### src/rtl/cegate_pkg.sv
package cegate_pkg;

  // Convert a duration in ns to whole clock cycles (rounded up, at least 1).
  function automatic int ns_to_cycles(input int dur_ns, input int clk_mhz);
    int cyc;
    cyc = (dur_ns * clk_mhz + 999) / 1000;
    if (cyc < 1) cyc = 1;
    return cyc;
  endfunction

  // Width of a counter that must reach the value lim.
  function automatic int cnt_width(input int lim);
    int w;
    w = $clog2(lim + 1);
    if (w < 1) w = 1;
    return w;
  endfunction

endpackage

### src/rtl/cegate_prev_track.sv
// Remembers whether the conditioned enable was active in the previous cycle.
module cegate_prev_track (
  input  logic clk,
  input  logic rst_n,
  input  logic out_low,
  output logic prev_low
);

  logic prev_q;
  logic prev_d;

  always_comb begin
    prev_d = out_low;
  end

  always_ff @(posedge clk or negedge rst_n) begin
    if (!rst_n) begin
      prev_q <= 1'b0;
    end else begin
      prev_q <= prev_d;
    end
  end

  assign prev_low = prev_q;

endmodule

### src/rtl/cegate_grace_timer.sv
// Counts active cycles of the conditioned enable within one reset period
// and grants continuation while the budget is not used up.
module cegate_grace_timer #(
  parameter int GRACE_CYC = 3000,
  parameter int CNT_W     = 12
) (
  input  logic             clk,
  input  logic             rst_n,
  input  logic             sys_rst,
  input  logic             out_low,
  input  logic             prev_low,
  output logic             allow,
  output logic [CNT_W-1:0] cnt_o
);

  localparam logic [CNT_W-1:0] LIMIT = CNT_W'(GRACE_CYC);

  logic [CNT_W-1:0] cnt_q;
  logic [CNT_W-1:0] cnt_d;
  logic             cnt_en;
  logic             in_grace;

  always_comb begin
    in_grace = sys_rst & out_low;
    cnt_en   = in_grace | (cnt_q != '0);
    cnt_d    = in_grace ? cnt_q + 1'b1 : '0;
  end

  always_ff @(posedge clk or negedge rst_n) begin
    if (!rst_n) begin
      cnt_q <= '0;
    end else if (cnt_en) begin
      cnt_q <= cnt_d;
    end
  end

  always_comb begin
    allow = prev_low & (cnt_q < LIMIT);
  end

  assign cnt_o = cnt_q;

  // an active reset cycle advances the budget count by exactly one
  a_r6_count_step: assert property (@(posedge clk) disable iff (!rst_n)
    (sys_rst && out_low) |=> (cnt_q == $past(cnt_q) + 1'b1));

  // the count never passes the budget
  a_r6_no_overrun: assert property (@(posedge clk) disable iff (!rst_n)
    cnt_q <= LIMIT);

endmodule

### src/rtl/ce_cond_gate.sv
module ce_cond_gate #(
  parameter int CLK_MHZ  = 200,
  parameter int GRACE_NS = 15000
) (
  input  logic clk,
  input  logic rst_n,
  input  logic ce_raw_n,
  input  logic sys_rst,
  input  logic gate_en,
  output logic ce_out_n
);

  localparam int GRACE_CYC = cegate_pkg::ns_to_cycles(GRACE_NS, CLK_MHZ);
  localparam int CNT_W     = cegate_pkg::cnt_width(GRACE_CYC);
  localparam logic [CNT_W-1:0] LIMIT = CNT_W'(GRACE_CYC);

  logic             out_low;
  logic             prev_low;
  logic             allow;
  logic [CNT_W-1:0] grace_cnt;

  cegate_prev_track u_prev (
    .clk      (clk),
    .rst_n    (rst_n),
    .out_low  (out_low),
    .prev_low (prev_low)
  );

  cegate_grace_timer #(
    .GRACE_CYC (GRACE_CYC),
    .CNT_W     (CNT_W)
  ) u_timer (
    .clk      (clk),
    .rst_n    (rst_n),
    .sys_rst  (sys_rst),
    .out_low  (out_low),
    .prev_low (prev_low),
    .allow    (allow),
    .cnt_o    (grace_cnt)
  );

  // Active-low output: active only with gating on, block out of reset,
  // raw enable active, and either no system reset or a live grace window.
  always_comb begin
    out_low  = rst_n & gate_en & ~ce_raw_n & (~sys_rst | allow);
    ce_out_n = ~out_low;
  end

  // disabled mode forces the output inactive
  a_r1_disabled_high: assert property (@(posedge clk) disable iff (!rst_n)
    !gate_en |-> ce_out_n);

  // pass-through outside reset
  a_r2_pass_through: assert property (@(posedge clk) disable iff (!rst_n)
    (gate_en && !sys_rst) |-> (ce_out_n == ce_raw_n));

  // an inactive output cannot become active while reset is asserted
  a_r3_no_new_access: assert property (@(posedge clk) disable iff (!rst_n)
    (sys_rst && $past(ce_out_n)) |-> ce_out_n);

  // once the budget is spent the output stays inactive in reset
  a_r6_budget_spent: assert property (@(posedge clk) disable iff (!rst_n)
    (sys_rst && grace_cnt == LIMIT) |-> ce_out_n);

endmodule

### config.mk
export PLATFORM = sky130hd
export DESIGN_NAME = ce_cond_gate
export DESIGN_NICKNAME = d
export VERILOG_FILES = /design/src/rtl/cegate_pkg.sv /design/src/rtl/cegate_prev_track.sv /design/src/rtl/cegate_grace_timer.sv /design/src/rtl/ce_cond_gate.sv
export SDC_FILE = /design/constraint.sdc
export NUM_CORES = 1
export LEC_CHECK = 0
export CORE_MARGIN = 5
export CORE_UTILIZATION = 42
export CTS_CLUSTER_DIAMETER = 50
export DETAILED_ROUTE_END_ITERATION = 8
export MAX_ROUTING_LAYER = met4
export SYNTH_ARGS = -nofsm -noshare
export SYNTH_HDL_FRONTEND = slang
export SYNTH_HIERARCHICAL = 1
export SYNTH_SLANG_ARGS = --single-unit
### constraint.sdc
create_clock -name clk -period 2.6 [get_ports clk]
set_input_delay 0.65 -clock clk [delete_from_list [all_inputs] [get_ports clk]]
set_output_delay 0.65 -clock clk [all_outputs]
set_load 0.02 [all_outputs]
==> results list, run 1 <==
- Number of global-route vias before repair: around 530
- Register clock-pin slew on the reported worst setup and hold paths: 0.08 ns
- Data arrival at the endpoint of the critical path: 1.74 ns
* Sw Share: 26.3%
- Across every metal layer, demand over resource in global routing totals 13.6%.
- Clock Skew: roughly 0.0015 ns
* Fraction of synthesized cell area taken by the top area cell type: 46.0%
- Combinational fraction of design power: between 10% and 20%
- Share of post-route cells with drive strength above 1: about 16%
* Endpoints failing setup: 0
* Final routed wire length divided by cell count: 15.2 um
- Registers are responsible for approximately 54% of the overall power.
- By area the synthesized netlist is led by dfrtp_1 46%, a21oi_1 5.0%, o31ai_1 4.2%, or4_1 4.2%, ha_1 3.5%.
- Share of the core filled with cells in the final layout: 53.6%
* Number of design rule violations left after detail routing: 0
* Number of hold-slack violations in the final timing report: 0
* Height of the die: 51.0 um
- Max Cap Viol: 0
* Syn_nets: 77
- Number of cells produced by synthesis: 70
- Number of sinks on the clock net: 13
* Pwr Density: 498 nW/um^2
- R2R depth: 8
* Largest stage delay on the critical path: 0.44 ns
- Critical path required time: 1.95 ns
- Fraction of synthesis flops using an asynchronous set or reset pin: between 90% and 100%
- The path class of the tightest hold or removal check is flip-flop to flip-flop.
- Internal power comes to 0.307 mW.
* Clock latency at the later pin of the worst-skew pair: 0.27 ns
- Area Overhead vs Synth: 18.2%
- Number of enable flip-flop cells after synthesis: 0
* Cell Area, Synth: 707 sq um
- The worst register-to-register path has a setup slack of 0.67 ns.
- In this run the static leakage power is roughly 0.32 nW.
- Sum of routed wire length over all layers: 1.51 mm
- Worst-case clock buffer depth: 2
- CTS tree: built
- In this run the number of H-tree levels came out at 1.
- The synthesized design spends more area on one cell type than any other, namely dfrtp_1.
* Top cell family by delay on the critical path: compound AO/OA/AOI/OAI gates
- Starting density of the core: 45.3%
* Synth Register Bits: 13
- WHS Endpoint: u_timer/cnt_o[11]$_DFFE_PN0P_
- Buffers placed on the I/O ports in this run total 5.
* Primary FF master, synth: dfrtp_1
- Wire length of the first global-routing pass: ~2.5 mm
* Number of DRC violations after detailed-routing iteration 0: 40
- The initial antenna violation count came to 0.
- Total number of yosys warnings: 6
- Slew headroom: about 85%
* Die Wd: 51.0 um
- CTS root buf: clkbuf_4
- Status: finished clean
* Number of slew-limit violations in the final report: 0
* Num CTS Buffers: 3
* Largest net degree at the start of global routing: 15
- The worst path uses 91.9% of the clock period.
- After floorplanning, the core was divided into 14 placement rows.
* Most common cell in the netlist: dfrtp_1
- Critical Path Sink Type: output pin
- DRT antenna net count: 0
- Setup repair after global routing left no endpoint under its margin.
- RD Place Congestion: 0.735
- After synthesis, the most frequently instantiated cells are 13 x dfrtp_1, 7 x a21oi_1.
* Worst IR Drop VDD: 0.316 mV
* Total number of vias: a little over 600
- Part of the power in the clock network: a little under a third
- After layout, the minimum clock period comes to about 2.4 ns.
- For this run, the top clock speed supported by timing is 419 MHz.
- Together, buffers and inverters on the worst path number 1.
- The worst setup path is launched from a flip-flop.
* Total negative slack for setup checks: 0 ns
- Start-to-end type of the worst setup path: flip-flop to output pin
* Diode insertion count for antenna repair: 0
- For this run the aggregate overflow at the end of global routing stands at 0.
* Worst-path fanout max: 5
- R2r startpoint: u_timer/cnt_o[6]$_DFFE_PN0P_
- For this run, the register share of the synthesized area comes to between 40% and 50%.
* Die area: 2600 sq um
* Count of boundary I/O pins: 6
- Area of the core: 1560 sq um
- The slowest stage of the critical path is the dfrtp_1 cell.
- The final layout contains 91 nets.
- Using the TritonRoute via totals, the vias-per-cell ratio works out to 6.25.
- The analysis attributes to net switching a power of 0.110 mW.
* Unique masters post-synth: 30
* Cell depth of the worst min-delay path: 2
- HPWL reported at the end of detailed placement: 1.12 mm
- The startpoint identified for the worst hold timing path is u_timer/cnt_o[11]$_DFFE_PN0P_.
- Each instance of the synthesized netlist takes up on average ~10 sq um.
- The critical path goes through a31oi_1 > o21bai_1 > a21boi_0 > nand2b_4 > nand4b_1 > dlygate4sd2_1.
* Measured slew at the worst slew-check pin: around 0.23 ns
- Worst reg2reg path endpoint: u_timer/cnt_o[0]$_DFFE_PN0P_
- The first detailed-routing pass took 4 iterations.
==> layout by cell type (no fill, tap or decap), types with 2 or more instances in the layout <==
master           synthesis  routed
o31ai_1                  4       4
nor4_1                   2       2
clkdlybuf4s50_1          0       4
inv_1                    4       4
o21ai_0                  3       3
dfrtp_1                 13      13
or4_1                    4       4
nand2_1                  4       4
buf_4                    0       5
nor2_1                   2       2
ha_1                     2       2
clkbuf_4                 0       3
or3_1                    4       4
nand3_2                  2       2
nand3_1                  2       2
a21oi_1                  7       7
==> state kept, by name, indices dropped and copies added (netlist names) <==
name / cells
u_timer/cnt_o: 12
u_prev/prev_low: 1
==> worst max path at each step <==
stage / start / endpoint / slack, ns / cells past startpoint
2_1_floorplan: u_timer/cnt_o[3]$_DFFE_PN0P_ / u_timer/cnt_o[4]$_DFFE_PN0P_ / 0.73 / 9
3_3_place_gp: sys_rst / ce_out_n / 0.02 / 4
3_5_place_dp: sys_rst / ce_out_n / 0.00005 / 4
4_1_cts: u_timer/cnt_o[6]$_DFFE_PN0P_ / ce_out_n / 0.22 / 6
5_1_grt: u_timer/cnt_o[4]$_DFFE_PN0P_ / ce_out_n / 0.08 / 6
6_report: u_timer/cnt_o[6]$_DFFE_PN0P_ / ce_out_n / 0.21 / 6
==> routing by layer <==
layer / GRT usage [%] / wire length (um)
met3: 2.91 / 117
met4: 8.07 / 37
met2: 17.4 / 673
met5: - / 0
met1: 19.3 / 680
==> cell families after synthesis <==
kind of cell / count (synthesis) / share of synthesized area, %
simple gates: 28 / 27.4
xor+xnor: 2 / 2.48
flops: 13 / 46.0
compound gates: 19 / 16.3
mux: 1 / 1.59
fa+ha+maj: 2 / 3.54
buf+inv: 5 / 2.65
==> cell type report <==
class	count	area, sq um
Clock buffer	4	26.3
Fill cell	134	723
Inverter	4	15.0
Multi-Input combinational cell	52	363
Sequential cell	13	325
Tap cell	16	20.0
Timing Repair Buffer	10	86.3
==> power by group through the flow <==
| stage | clock (mW) | combinational, mW | sequential [mW] |
|---|---|---|---|
| detailed placement | 0 | 0.0625 | 0.231 |
| global route | 0.141 | 0.0709 | 0.229 |
| floorplan | 0 | 0.0400 | 0.227 |
| finish | 0.128 | 0.0619 | 0.226 |
| CTS | 0.131 | 0.0625 | 0.227 |
| global placement | 0 | 0.0608 | 0.230 |
==> stage by stage <==
stage	power (mW)	hold slack (ns)	std cells	setup slack [ns]	area, sq um
finish	0.417	0.576	99	0.212	836
global placement	0.291	0.571	95	0.0234	811
CTS	0.421	0.577	99	0.219	836
global route	0.441	0.615	99	0.0753	836
detailed placement	0.294	0.565	95	0.0000535	811
floorplan	0.267	0.354	70	0.728	707
==> worst min-delay path, stage by stage, from the launching register on <==
cell     delay (ns)
dfrtp_1        0.41
o31ai_1        0.07
a21oi_1        0.06
==> repair_timing <==
| item | in CTS | in global routing |
|---|---|---|
| hold buffers | 0 | 0 |
| buffers inserted | 0 | 0 |
| setup endpoints to repair | 1 | 0 |
| resized for setup | 1 | 0 |
(Power assumes the default switching activity.)
==> run 2, diff against run 1 <==
--- a/config.mk
+++ b/config.mk
@@ -5,7 +5,7 @@
 export SDC_FILE = /design/constraint.sdc
 export NUM_CORES = 1
 export LEC_CHECK = 0
-export CORE_MARGIN = 5
+export CORE_MARGIN = 2
 export CORE_UTILIZATION = 42
 export CTS_CLUSTER_DIAMETER = 50
 export DETAILED_ROUTE_END_ITERATION = 8
==> results list, run 2 (same netlist as run 1, synthesis figures left out) <==
* CTS tree: built
- The min-delay analysis places its worst path in the category flip-flop to flip-flop.
* CTS root buf: clkbuf_4
- Shortest clock period the worst path allows after layout: 2.39 ns
- The initial antenna violation count was 0.
- Timing would allow up to 418 MHz.
* Status: finished clean
* Start-to-end type of the worst setup path: flip-flop to output pin
- The floorplan step defined a die boundary enclosing 2030 sq um.
- For this run the aggregate overflow at the end of global routing stands at 0.
- DRT antenna net count: 0
* P_leak: 0.314 nW
- Max-cap violations in this run came to 0.
* Tot GR Track Use: a little under a fifth
- In this run the register-to-register setup slack is between 0.6 and 0.7 ns.
- Once detailed placement completed, the half-perimeter wirelength came to 1.12 mm.
- Of the available clock period, the critical path in the final layout requires 92.1%.
- Flip-flop count of the largest register after layout: 12
* Nets: 90
* Number of design rule violations left after detail routing: 0
- The number of global-route vias before repair came to 556.
- Post-DR vias/cell: 6.13
- The worst pin sits at a relative slew slack of 84.9%.
- Across the whole layout, storage elements account for ~330 sq um.
- In this run the number of H-tree levels came out at 1.
* Post-Place Cells: 94
- The worst setup path is captured at an output pin.
- Share of post-route cells with drive strength above 1: 14.6%
- Area Overhead vs Synth: 17.2%
- Footprint of the multi-input gates: about 360 sq um
* Total number of vias: 601
- Pwr Density: 506 nW/um^2
- From left edge to right edge, the die measures 45.0 um.
- Category of the worst setup path launch point: flip-flop
* Final routed wire length divided by cell count: 15.6 um
* Count of boundary I/O pins: 6
- Count of hold-fix buffers inserted at cts: 0
- Critical path required time: 1.95 ns
- In this run the standard cell core region covers 1540 sq um.
- Setup violations remaining at the end of the flow were counted as 0.
- The number of max-slew violations in the final report was 0.
* Post-route insts no fill: 98
- Share of the core filled with cells in the final layout: 53.7%
* Clock latency at the later pin of the worst-skew pair: ~0.27 ns
- Number of sinks on the clock net: 13
- The library cell used most frequently in the layout, excluding fill and tap cells, is dfrtp_1.
- Diode insertion count for antenna repair: 0
* Worst IR Drop VDD: 0.232 mV
* Cell depth of the worst min-delay path: 2
- The clock passes through at most 2 buffers.
- In the layout the commonest cells are 13 x dfrtp_1, 7 x a21oi_1.
- Worst-path fanout max: 6
- From bottom edge to top edge, the die measures 45.0 um.
* WHS Endpoint: u_timer/cnt_o[11]$_DFFE_PN0P_
* Starting density of the core: 45.9%
- Sum of routed wire length over all layers: roughly 1.5 mm
* DR pass1 iterations: 4
* Measured slew at the worst slew-check pin: 0.225 ns
- Clock Skew: just under 0.003 ns
* Num CTS Buffers: 3
- Clock-pin slew was measured on the worst setup and hold paths at 0.08 ns.
- Total negative slack for setup checks: 0 ns
- At the worst endpoint, the arrival time is 1.74 ns.
- RD Place Congestion: 0.760
- Site Rows: 14
* Unrepaired setup endpoints after global routing: no
- Worst reg2reg path endpoint: u_timer/cnt_o[0]$_DFFE_PN0P_
* R2r startpoint: u_timer/cnt_o[4]$_DFFE_PN0P_
- Input and output buffers added on the ports amount to 5.
- In this run the most critical hold path is launched from u_timer/cnt_o[11]$_DFFE_PN0P_.
- The count of final hold-check violations is 0.
* Number of DRC violations after detailed-routing iteration 0: 6
* R2R depth: 8
- Fill cells: 152
* Largest net degree at the start of global routing: 15
- The first global-routing pass estimated 2.59 mm of wire.
-- run 2: cell types whose count changed in the layout (fill, tap and decap cells not counted), sizes merged --
| cell | delta |
|---|---|
| buf | -1 |
-- run 2: worst max path at each step --
stage / cells past startpoint / start / endpoint / slack (ns)
after global placement: 4 / sys_rst / ce_out_n / 0.02
final: 6 / u_timer/cnt_o[4]$_DFFE_PN0P_ / ce_out_n / 0.21
after global routing: 6 / u_timer/cnt_o[4]$_DFFE_PN0P_ / ce_out_n / 0.08
after CTS: 6 / u_timer/cnt_o[4]$_DFFE_PN0P_ / ce_out_n / 0.19
after floorplan: 9 / u_timer/cnt_o[3]$_DFFE_PN0P_ / u_timer/cnt_o[4]$_DFFE_PN0P_ / 0.73
after detailed placement: 4 / sys_rst / ce_out_n / 0.0008
-- run 2: layout make-up --
cell class                 instances  area share [%]
inverter                           4            1.81
timing repair buffer               9            9.52
sequential                        13            39.3
tap                               16            2.42
multi-input combinational         52            43.8
clock buffer                       4            3.17
-- run 2: critical path, cell delays in order (launching register included) --
cell and delay, ns:
dfrtp_1 0.45, a31oi_1 0.16, o21bai_1 0.10, a21boi_0 0.19
nand2b_4 0.15, nand4b_1 0.08, dlygate4sd2_1 0.33
-- run 2: power by group --
part	switching [mW]	leakage [nW]	internal [mW]
clock	0.0676	0.0150	0.0595
combinational	0.0282	0.118	0.0366
sequential	0.0157	0.181	0.212
total	0.111	0.314	0.308
-- run 2: repair_timing --
action	CTS	global route
endpoints found under the setup margin	1	0
setup buffers	0	0
gates resized for setup	1	0
-- run 2: metrics by stage --
stage | worst slack (ns) | power, mW | hold slack, ns | instance area (sq um)
after CTS | 0.192 | 0.422 | 0.586 | 828
after detailed placement | 0.000760 | 0.296 | 0.572 | 803
after global placement | 0.0244 | 0.292 | 0.566 | 803
final | 0.206 | 0.419 | 0.584 | 828
after global routing | 0.0819 | 0.441 | 0.611 | 828
after floorplan | 0.728 | 0.267 | 0.354 | 707
-- run 2: layer usage --
layer | track usage (%) | wire length (um) | vias to the layer above
met2 | 27.1 | 657 | 8
met1 | 24.9 | 808 | 297
li1 | - | - | 292
met5 | - | 0 | -
met4 | 12.4 | 30 | 0
met3 | 3.60 | 36 | 4
